File: config.mk
export PLATFORM = sky130hd
export DESIGN_NAME = pic_channel
export DESIGN_NICKNAME = d
export VERILOG_FILES = /design/src/rtl/pic_pkg.sv /design/src/rtl/pic_decr.sv /design/src/rtl/pic_gate_edge.sv /design/src/rtl/pic_ctrl.sv /design/src/rtl/pic_channel.sv
export SDC_FILE = /design/constraint.sdc
export NUM_CORES = 1
export LEC_CHECK = 0
export ABC_AREA = 0
export BUFFER_PORTS_ARGS = -buffer_cell sky130_fd_sc_hd__clkbuf_2
export CORE_ASPECT_RATIO = 0.6
export CORE_MARGIN = 2
export CORE_UTILIZATION = 50
export CTS_CLUSTER_DIAMETER = 200
export DETAILED_ROUTE_END_ITERATION = 10
export PLACE_DENSITY = 0.7
export SYNTH_ARGS = -nofsm -noshare
export SYNTH_HDL_FRONTEND = slang
export SYNTH_SLANG_ARGS = --single-unit
File: constraint.sdc
create_clock -name clk -period 7.4 [get_ports clk]
set_input_delay 1.48 -clock clk [delete_from_list [all_inputs] [get_ports clk]]
set_output_delay 1.48 -clock clk [all_outputs]
set_load 0.01 [all_outputs]
File: src/rtl/pic_pkg.sv
package pic_pkg;

  typedef enum logic [2:0] {
    MD_TIMEOUT   = 3'd0,
    MD_TRIG_ONE  = 3'd1,
    MD_RATE      = 3'd2,
    MD_SQUARE    = 3'd3,
    MD_SW_STROBE = 3'd4,
    MD_HW_STROBE = 3'd5
  } mode_e;

  // the two spare codes fold onto the periodic modes
  function automatic mode_e fold_mode(input logic [2:0] code);
    case (code)
      3'd6:    fold_mode = MD_RATE;
      3'd7:    fold_mode = MD_SQUARE;
      default: fold_mode = mode_e'(code);
    endcase
  endfunction

endpackage

File: src/rtl/pic_decr.sv
// Decrement by one or two, binary or packed decimal
module pic_decr #(
  parameter int DIGITS = 4
) (
  input  logic [4*DIGITS-1:0] val,
  input  logic                bcd,
  input  logic                by_two,
  output logic [4*DIGITS-1:0] nxt,
  output logic                is_zero
);
  localparam int W = 4 * DIGITS;

  logic [W-1:0]      bin_nxt;
  logic [W-1:0]      bcd_nxt;
  logic [DIGITS-1:0] brw;

  assign bin_nxt = val - (by_two ? W'(2) : W'(1));
  assign brw[0]  = 1'b0;

  for (genvar g = 0; g < DIGITS; g++) begin : g_dig
    logic [3:0] d;
    logic [2:0] sub;
    logic [4:0] diff;
    assign d = val[4*g +: 4];
    if (g == 0) begin : g_lo
      assign sub = by_two ? 3'd2 : 3'd1;
    end else begin : g_hi
      assign sub = {2'b00, brw[g]};
    end
    assign diff = {1'b0, d} - {2'b00, sub};
    assign bcd_nxt[4*g +: 4] = diff[4] ? (diff[3:0] + 4'd10) : diff[3:0];
    if (g < DIGITS - 1) begin : g_chain
      assign brw[g+1] = diff[4];
    end
  end

  assign nxt     = bcd ? bcd_nxt : bin_nxt;
  assign is_zero = (nxt == '0);

endmodule

File: src/rtl/pic_gate_edge.sv
// Captures a rising gate edge as a pending trigger
module pic_gate_edge (
  input  logic clk,
  input  logic rst,
  input  logic gate,
  input  logic clear,
  input  logic consume,
  output logic pend
);
  logic gate_q;

  always_ff @(posedge clk) begin
    if (rst) begin
      gate_q <= 1'b0;
      pend   <= 1'b0;
    end else begin
      gate_q <= gate;
      if (clear)                pend <= 1'b0;
      else if (gate && !gate_q) pend <= 1'b1;
      else if (consume)         pend <= 1'b0;
    end
  end

endmodule

File: src/rtl/pic_ctrl.sv
module pic_ctrl
  import pic_pkg::*;
#(
  parameter int DIGITS = 4
) (
  input  logic                clk,
  input  logic                rst,
  input  logic                tick,
  input  logic                gate,
  input  logic                load,
  input  logic [4*DIGITS-1:0] load_val,
  input  logic [2:0]          mode_code,
  input  logic                bcd_sel,
  input  logic                pend,
  input  logic [4*DIGITS-1:0] dec_nxt,
  input  logic                dec_zero,
  output logic [4*DIGITS-1:0] count_q,
  output logic                out_q,
  output logic                loaded_q,
  output logic                consume,
  output logic                dec_by_two,
  output logic                dec_bcd
);
  localparam int W = 4 * DIGITS;

  mode_e       mode_q;
  mode_e       load_mode;
  logic        bcd_q;
  logic        run_q;
  logic        extra_q;
  logic [W-1:0] reload_q;
  logic [W-1:0] reload_even;

  assign load_mode   = fold_mode(mode_code);
  assign reload_even = {reload_q[W-1:1], 1'b0};
  assign dec_by_two  = (mode_q == MD_SQUARE);
  assign dec_bcd     = bcd_q;
  assign consume     = tick && pend &&
                       ((mode_q == MD_TRIG_ONE) || (mode_q == MD_HW_STROBE));

  always_ff @(posedge clk) begin
    if (rst) begin
      mode_q   <= MD_TIMEOUT;
      bcd_q    <= 1'b0;
      reload_q <= '0;
      count_q  <= '0;
      out_q    <= 1'b1;
      loaded_q <= 1'b0;
      run_q    <= 1'b0;
      extra_q  <= 1'b0;
    end else if (load) begin
      // load wins over any tick in the same cycle
      mode_q   <= load_mode;
      bcd_q    <= bcd_sel;
      reload_q <= load_val;
      count_q  <= (load_mode == MD_SQUARE) ? {load_val[W-1:1], 1'b0} : load_val;
      out_q    <= (load_mode != MD_TIMEOUT);
      loaded_q <= 1'b1;
      extra_q  <= 1'b0;
      run_q    <= (load_mode == MD_TIMEOUT) || (load_mode == MD_SW_STROBE);
    end else begin
      case (mode_q)
        MD_TIMEOUT: begin
          if (tick && gate && run_q) begin
            count_q <= dec_nxt;
            if (dec_zero) begin
              out_q    <= 1'b1;
              loaded_q <= 1'b0;
              run_q    <= 1'b0;
            end
          end
        end
        MD_SW_STROBE: begin
          if (tick) begin
            if (!out_q) out_q <= 1'b1;
            if (gate && run_q) begin
              count_q <= dec_nxt;
              if (dec_zero) begin
                out_q    <= 1'b0;
                loaded_q <= 1'b0;
                run_q    <= 1'b0;
              end
            end
          end
        end
        MD_TRIG_ONE: begin
          if (tick) begin
            if (pend) begin
              count_q <= reload_q;
              out_q   <= 1'b0;
              run_q   <= 1'b1;
            end else if (run_q) begin
              count_q <= dec_nxt;
              if (dec_zero) begin
                out_q <= 1'b1;
                run_q <= 1'b0;
              end
            end
          end
        end
        MD_HW_STROBE: begin
          if (tick) begin
            if (!out_q) out_q <= 1'b1;
            if (pend) begin
              count_q <= reload_q;
              run_q   <= 1'b1;
            end else if (run_q) begin
              count_q <= dec_nxt;
              if (dec_zero) begin
                out_q    <= 1'b0;
                loaded_q <= 1'b0;
                run_q    <= 1'b0;
              end
            end
          end
        end
        MD_RATE: begin
          if (!gate) begin
            out_q <= 1'b1;
          end else if (tick) begin
            if (count_q == W'(1)) begin
              count_q <= reload_q;
              out_q   <= 1'b1;
            end else begin
              count_q <= dec_nxt;
              if (dec_nxt == W'(1)) out_q <= 1'b0;
            end
          end
        end
        MD_SQUARE: begin
          if (tick && gate) begin
            if (extra_q) begin
              out_q   <= 1'b0;
              count_q <= reload_even;
              extra_q <= 1'b0;
            end else begin
              count_q <= dec_nxt;
              if (dec_zero) begin
                if (out_q && reload_q[0]) begin
                  extra_q <= 1'b1;
                end else begin
                  out_q   <= ~out_q;
                  count_q <= reload_even;
                end
              end
            end
          end
        end
        default: ;
      endcase
    end
  end

endmodule

File: src/rtl/pic_channel.sv
module pic_channel #(
  parameter int DIGITS = 4
) (
  input  logic                clk,
  input  logic                rst,
  input  logic                tick,
  input  logic                gate,
  input  logic                load,
  input  logic [4*DIGITS-1:0] load_val,
  input  logic [2:0]          mode_code,
  input  logic                bcd_sel,
  output logic [4*DIGITS-1:0] count_o,
  output logic                out_o,
  output logic                loaded_o
);
  localparam int W = 4 * DIGITS;

  logic         pend;
  logic         consume;
  logic         by_two;
  logic         bcd_run;
  logic         dec_zero;
  logic [W-1:0] dec_nxt;

  pic_gate_edge u_edge (
    .clk     (clk),
    .rst     (rst),
    .gate    (gate),
    .clear   (load),
    .consume (consume),
    .pend    (pend)
  );

  pic_decr #(.DIGITS(DIGITS)) u_decr (
    .val     (count_o),
    .bcd     (bcd_run),
    .by_two  (by_two),
    .nxt     (dec_nxt),
    .is_zero (dec_zero)
  );

  pic_ctrl #(.DIGITS(DIGITS)) u_ctrl (
    .clk        (clk),
    .rst        (rst),
    .tick       (tick),
    .gate       (gate),
    .load       (load),
    .load_val   (load_val),
    .mode_code  (mode_code),
    .bcd_sel    (bcd_sel),
    .pend       (pend),
    .dec_nxt    (dec_nxt),
    .dec_zero   (dec_zero),
    .count_q    (count_o),
    .out_q      (out_o),
    .loaded_q   (loaded_o),
    .consume    (consume),
    .dec_by_two (by_two),
    .dec_bcd    (bcd_run)
  );

endmodule

Word-level counts from Yosys, hierarchy flattened
Index checks and enable logic that the tools add are counted.
{"block": "word_totals", "register_bits": 42, "wordCells": 142, "out_inout_bits": 18, "in_bits": 25}
{"block": "classes", "addsub": 9, "reduce_logical": 26, "bitwise_logic": 1, "n_mux": 68, "n_eq_ne": 28}
{"operator": "16-bit 2-to-1 mux", "count": 15}
{"operator": "16-bit case mux with 5 select lines", "count": 1}
{"operator": "1-bit 2-to-1 mux", "count": 42}
{"operator": "16-bit by 1-bit equality test with 1-bit output, second input constant", "count": 2}
{"operator": "3-bit != test, second input constant", "count": 6}
{"operator": "4-bit adder, second input constant", "count": 4}
{"operator": "16-bit zero test", "count": 1}
{"operator": "4-bit 2-to-1 mux", "count": 4}
{"operator": "16-bit subtractor", "count": 1}
{"operator": "3-bit equality test, second input constant", "count": 5}
{"operator": "4-bit by 1-bit subtractor with 5-bit output", "count": 3}
{"operator": "3-bit by 2-bit != test with 1-bit output, second input constant", "count": 4}
{"operator": "4-bit by 3-bit != test with 1-bit output, second input constant", "count": 3}
{"operator": "11-bit AND reduction", "count": 1}
{"operator": "3-bit by 2-bit equality test with 1-bit output, second input constant", "count": 3}
{"operator": "9-bit AND reduction", "count": 1}
{"operator": "4-bit nonzero test", "count": 2}
{"operator": "1-bit logical AND", "count": 7}
{"operator": "7-bit AND reduction", "count": 1}
{"operator": "7-bit nonzero test", "count": 1}
{"operator": "3-bit zero test", "count": 2}
{"operator": "1-bit case mux with 3 select lines", "count": 2}
{"operator": "1-bit case mux with 6 select lines", "count": 1}
{"operator": "3-bit case mux with 2 select lines", "count": 1}
{"operator": "16 further kinds", "count": 19}

Longest topological paths before layout
{"block": "logic_depth", "word_depth": 16, "depth_mapped": 30, "ltp_nobuf": 27}

Cells and area by module
Synthesis repeated with hierarchy kept, for this count alone.
{"block": "unflattened", "cells_unflattened": 399, "area_unflattened_um2": 3250.6}
{"mod": "pic_ctrl", "instances": 1, "seq_area_each_um2": 800.8, "cells_each": 247, "area_each_um2": 2138.3}
{"mod": "pic_decr", "instances": 1, "seq_area_each_um2": 0.0, "cells_each": 146, "area_each_um2": 1041.0}
{"mod": "pic_gate_edge", "instances": 1, "seq_area_each_um2": 40.0, "cells_each": 6, "area_each_um2": 71.3}

Worst setup path before layout
Ideal clock, no wire load.
{"block": "synth_timing", "kind": "register to register", "startpoint": "register u_ctrl.mode_q[1]", "endpoint": "register u_ctrl.out_q", "period_less_slack_ns": 5.869, "path_stages_with_launch": 30, "required_ns": 7.278, "slack_ns": 1.531, "n_path_buf": 2, "arrival_ns": 5.748, "setup_time_ns": 0.122, "path_cell_list": "dfxtp_1 -> nor2b_1 -> and2_1 -> clkbuf_1 -> inv_1 -> ha_1 -> inv_1 -> fa_1 -> clkbuf_1 -> nor3_1 -> ha_1 -> ha_1 -> nor3b_1 -> ha_1 -> ha_1 -> nor3b_1 -> ha_1 -> ha_1 -> nand2b_1 -> nand2_1 -> ha_1 -> nor2_1 -> o21ai_0 -> nand2_1 -> o21ai_0 -> nor4_2 -> and4_1 -> mux2i_1 -> a211o_1 -> a221o_1"}
{"block": "synth_between", "elab_chain_cells": 16, "elab_cells_between_ends": 49, "classes_between": "add/sub (9); eq/ne (16); mux (20); reduce/logical (4)"}
{"item": "start: declaration", "line": "pic_ctrl.sv:26", "source": "mode_e mode_q;"}
{"item": "start signal: assignment", "line": "pic_ctrl.sv:53", "source": "mode_q <= load_mode;"}
{"item": "3-bit by 2-bit equality test with 1-bit output", "line": "pic_ctrl.sv:36, pic_ctrl.sv:62"}
{"item": "2-bit 2-to-1 mux", "line": "pic_decr.sv:17, pic_decr.sv:26"}
{"item": "4-bit by 3-bit subtractor with 5-bit output", "line": "pic_decr.sv:30", "source": "assign diff = {1'b0, d} - {2'b00, sub};"}
{"item": "4-bit by 1-bit subtractor with 5-bit output (3 in a row)", "line": "pic_decr.sv:30"}
{"item": "4-bit adder", "line": "pic_decr.sv:31", "source": "assign bcd_nxt[4*g +: 4] = diff[4] ? (diff[3:0] + 4'd10) : diff[3:0];"}
{"item": "4-bit 2-to-1 mux", "line": "pic_decr.sv:31"}
{"item": "16-bit 2-to-1 mux", "line": "pic_decr.sv:37", "source": "assign nxt = bcd ? bcd_nxt : bin_nxt;"}
{"item": "16-bit zero test", "line": "pic_decr.sv:38", "source": "assign is_zero = (nxt == '0);"}
{"item": "1-bit 2-to-1 mux"}
{"item": "1-bit 2-to-1 mux, on equally long branches (3 in a row)"}
{"item": "1-bit case mux with 6 select lines", "line": "pic_ctrl.sv:62", "source": "case (mode_q)"}
{"item": "1-bit 2-to-1 mux", "line": "pic_ctrl.sv:51", "source": "end else if (load) begin"}
{"item": "end signal: assignment", "line": "pic_ctrl.sv:57", "source": "out_q <= (load_mode != MD_TIMEOUT);"}
{"item": "end signal: assignment", "line": "pic_ctrl.sv:142", "source": "out_q <= ~out_q;"}
{"item": "end: declaration", "line": "pic_ctrl.sv:18", "source": "output logic out_q,"}
Several ways; a longest one is shown, not always the timed one. The select of a mux whose other input is x is not followed.
A chain may end at the register's enable or synchronous reset.

Worst setup path in the final report
{"block": "layout_timing", "startpoint": "register u_ctrl.mode_q[2]", "endpoint": "register u_ctrl.count_q[10]"}
{"block": "layout_between", "elab_chain_cells": 15, "elab_cells_between_ends": 49, "classes_between": "add/sub (9); eq/ne (13); mux (22); reduce/logical (5)"}
{"item": "3-bit by 2-bit equality test with 1-bit output", "line": "pic_ctrl.sv:36, pic_ctrl.sv:62"}
{"item": "2-bit 2-to-1 mux", "line": "pic_decr.sv:17, pic_decr.sv:26"}
{"item": "4-bit by 3-bit subtractor with 5-bit output", "line": "pic_decr.sv:30"}
{"item": "4-bit by 1-bit subtractor with 5-bit output (3 in a row)", "line": "pic_decr.sv:30"}
{"item": "4-bit adder", "line": "pic_decr.sv:31"}
{"item": "4-bit 2-to-1 mux", "line": "pic_decr.sv:31"}
{"item": "16-bit 2-to-1 mux", "line": "pic_decr.sv:37"}
{"item": "16-bit zero test", "line": "pic_decr.sv:38"}
{"item": "16-bit 2-to-1 mux", "line": "pic_ctrl.sv:138", "source": "if (dec_zero) begin"}
{"item": "16-bit 2-to-1 mux", "line": "pic_ctrl.sv:132", "source": "if (extra_q) begin"}
{"item": "16-bit 2-to-1 mux", "line": "pic_ctrl.sv:131", "source": "if (tick && gate) begin"}
{"item": "16-bit case mux with 5 select lines", "line": "pic_ctrl.sv:62"}
{"item": "16-bit 2-to-1 mux", "line": "pic_ctrl.sv:51"}
{"item": "end signal: assignment", "line": "pic_ctrl.sv:56", "source": "count_q <= (load_mode == MD_SQUARE) ? {load_val[W-1:1], 1'b0} : load_val;"}
{"item": "end signal: assignment", "line": "pic_ctrl.sv:65", "source": "count_q <= dec_nxt;"}
{"item": "end signal: assignment", "line": "pic_ctrl.sv:134", "source": "count_q <= reload_even;"}
{"item": "end: declaration", "line": "pic_ctrl.sv:17", "source": "output logic [4*DIGITS-1:0] count_q,"}
Several ways; a longest one is shown, not always the timed one. The select of a mux whose other input is x is not followed.

==> impl_metrics.tcl <==
set metrics [dict create \
    slew_viol_final 0 \
    wirelength_um 11300 \
    p_leak_nw 1.66 \
    holdCritStartpoint "u_ctrl.reload_q[12]$_SDFFE_PP0P_" \
    regToRegSetupSlack_ns 0.76 \
    max-cap-violations 0 \
    via_per_inst 6.20 \
    antenna_found_initial 0 \
    drc 0 \
    fillCellCount 726 \
    syn_to_final_growth_pct 7.99 \
    num-nets-final 585 \
    synth-main-ff-cell "dfxtp_1" \
    cts_buffer_depth 2 \
    grt_pass1_vias 3619 \
    postCtsSetupRepairBufs 0 \
    ys_types 68 \
    fp.dieW_um 116 \
    grt_pass1_wl_um 18400 \
    finalSetupTns_ns 0 \
    numCtsBuffers 5 \
    final.period_utilization 0.898 \
    ant_nets 0 \
    synthArstFlopShare 0 \
    final_common_cell "nand2_1" \
    yosys_warnings 0 \
    yosysSeqAreaShare 0.223 \
    io_buffers 42 \
    met3_length_um 1090 \
    fmax_mhz 151 \
    crit_arrival_ns 6.84 \
    synth-edff-count 0 \
    overflow 0 \
    holdPathStages 2 \
    period_minus_slack_ns 6.64 \
    final_cell_mix "64 x nand2_1, 62 x a21oi_1, 42 x clkbuf_2, 42 x dfxtp_1, 40 x nor2_1" \
    worstHoldPathType "flop to flop" \
    slowest_stage "dfxtp_1" \
    synthCells 530 \
    pin_count 43 \
    core_area_um2 7300 \
    wl_per_cell_um 17.4 \
    place_congestion 0.926 \
    via_count 4037 \
    antennaDiodeCount 0 \
    slowest_delay_ns 0.55 \
    cts_hold_repair.buffers 0 \
    dp_slack_ns 0.793 \
    fin_ws_ns 0.756 \
    r2r-start "u_ctrl.mode_q[2]$_SDFFE_PP0P_" \
    ir_drop_uv 102 \
    routed.top_layer "met4" \
    utilization 0.559 \
    max_slew_margin 0.198 \
    start_kind "flop" \
    holdPathEnd "u_ctrl.reload_q[12]$_SDFFE_PP0P_" \
    layout-drive-gt1-share 0.133 \
    power.density_nw_per_um2 214 \
    drtIter0Drc 481 \
    clock_latency_ns 0.29 \
    path_class "flop to flop" \
    wl_met2_um 4710 \
    rsz0062_at_grt "false" \
    placementRows 24 \
    ctsResizeCount 0 \
    status "complete, no violations" \
    cts-htree-levels 2 \
    hold_violations 0 \
    avgSynthCellArea_um2 7.12 \
    met1_length_um 5440 \
    dieArea_um2 8290 \
    r2r_end "u_ctrl.count_q[10]$_SDFFE_PP0P_" \
    worstMarginPinSlew_ns 1.19 \
    synth_fp_nets 568 \
    synth_area_um2 3780 \
    start_util 0.517 \
    whs_ns 0.478 \
    synth_seq_cells 42 \
    endpoint_kind "flop" \
    finalSetupViolations 0 \
    first_pass_iters 5 \
    grt_max_degree 71 \
    critical_path.max_fanout 14 \
    cp_common_cell "ha_1" \
    cts_root_buffer "clkbuf_16" \
    fin_skew_ns 0.00747 \
    dp_hpwl_um 8220 \
    required_ns 7.60 \
    grt_use_total 0.279 \
    rr_worst_depth 28 \
    cts_sinks 42 \
    path_clk_slew_ns 0.06 \
    tritoncts "built" \
    fp.dieH_um 71.3 \
]
-- critical path, delay by kind of cell (launching register included) --
family                     cells  cell delay, ns
and+or+nand+nor               11            2.17
DFF                            1            0.55
AOI/OAI and AO/OA              5            1.00
buffers and inverters          3            0.49
adders and majority gates      9            2.34
-- cells by family (layout without fill, tap and decap cells) --
family | count (synthesis) | count (layout) | synth area share
compound gates | 166 | 166 | 0.282
flops | 42 | 42 | 0.223
fa+ha+maj | 13 | 13 | 0.0451
xor+xnor | 9 | 9 | 0.0209
buf+inv | 60 | 77 | 0.0828
mux | 14 | 14 | 0.0371
simple gates | 226 | 226 | 0.309
-- worst max-delay path by stage --
stage | start | end | slack (ns) | depth (start not counted)
after floorplan | u_ctrl.mode_q[1]$_SDFFE_PP0P_ | u_ctrl.out_q$_SDFFE_PP1P_ | 1.53 | 29
after global placement | u_ctrl.mode_q[2]$_SDFFE_PP0P_ | u_ctrl.count_q[10]$_SDFFE_PP0P_ | 1.06 | 28
after detailed placement | u_ctrl.mode_q[2]$_SDFFE_PP0P_ | u_ctrl.count_q[10]$_SDFFE_PP0P_ | 0.79 | 28
after CTS | u_ctrl.mode_q[2]$_SDFFE_PP0P_ | u_ctrl.count_q[10]$_SDFFE_PP0P_ | 0.73 | 28
after global routing | u_ctrl.mode_q[2]$_SDFFE_PP0P_ | u_ctrl.count_q[10]$_SDFFE_PP0P_ | 0.18 | 28
final | u_ctrl.mode_q[2]$_SDFFE_PP0P_ | u_ctrl.count_q[10]$_SDFFE_PP0P_ | 0.76 | 28
-- Yosys cell counts (8+ instances only) --
library cell	count	area [um^2]
clkbuf_1	24	90.1
o21bai_1	8	60.1
ha_1	12	150
nor2_1	40	150
a31oi_1	9	56.3
a221oi_1	10	87.6
inv_1	20	75.1
nand2_1	64	240
dfxtp_1	42	841
nand2b_1	29	181
mux2i_1	14	140
nand3_1	10	50.1
o21ai_0	22	110
buf_6	9	101
a21oi_1	62	310
nor3_1	24	120
-- layout make-up --
cell class / instances / area, um^2 / share of cell area
multi-input combinational: 428 / 2630 / 0.644
sequential: 42 / 841 / 0.206
timing repair buffer: 50 / 270 / 0.0663
tap: 104 / 130 / 0.0319
clock buffer: 5 / 125 / 0.0307
inverter: 20 / 75.1 / 0.0184
clock inverter: 2 / 10.0 / 0.00245
-- layer usage --
metal	up-vias	track usage
met2	200	0.396
li1	1966	-
met3	9	0.0592
met5	-	0
met1	1862	0.436
met4	0	0.0489
-- sequential cells by signal (all words and copies together), names as in the netlist --
signal / flops
u_ctrl.count_q: 16
u_ctrl.out_q: 1
u_edge.pend: 1
u_ctrl.loaded_q: 1
u_ctrl.run_q: 1
u_ctrl.dec_bcd: 1
u_ctrl.reload_q: 16
u_edge.gate_q: 1
u_ctrl.mode_q: 3
u_ctrl.extra_q: 1
-- through the flow --
stage / area (um^2) / std cells / total power, mW
2_1_floorplan: 3780 / 530 / 0.554
3_3_place_gp: 3930 / 642 / 0.636
3_5_place_dp: 3930 / 642 / 0.645
4_1_cts: 4060 / 649 / 0.858
5_1_grt: 4080 / 651 / 0.927
6_report: 4080 / 651 / 0.871
-- where the power goes --
group	switching (mW)	leakage (nW)	internal, mW
clock network	0.0916	0.0694	0.122
registers	0.0402	0.346	0.244
logic	0.218	1.24	0.155
total	0.350	1.66	0.521
(Power assumes the default switching activity.)
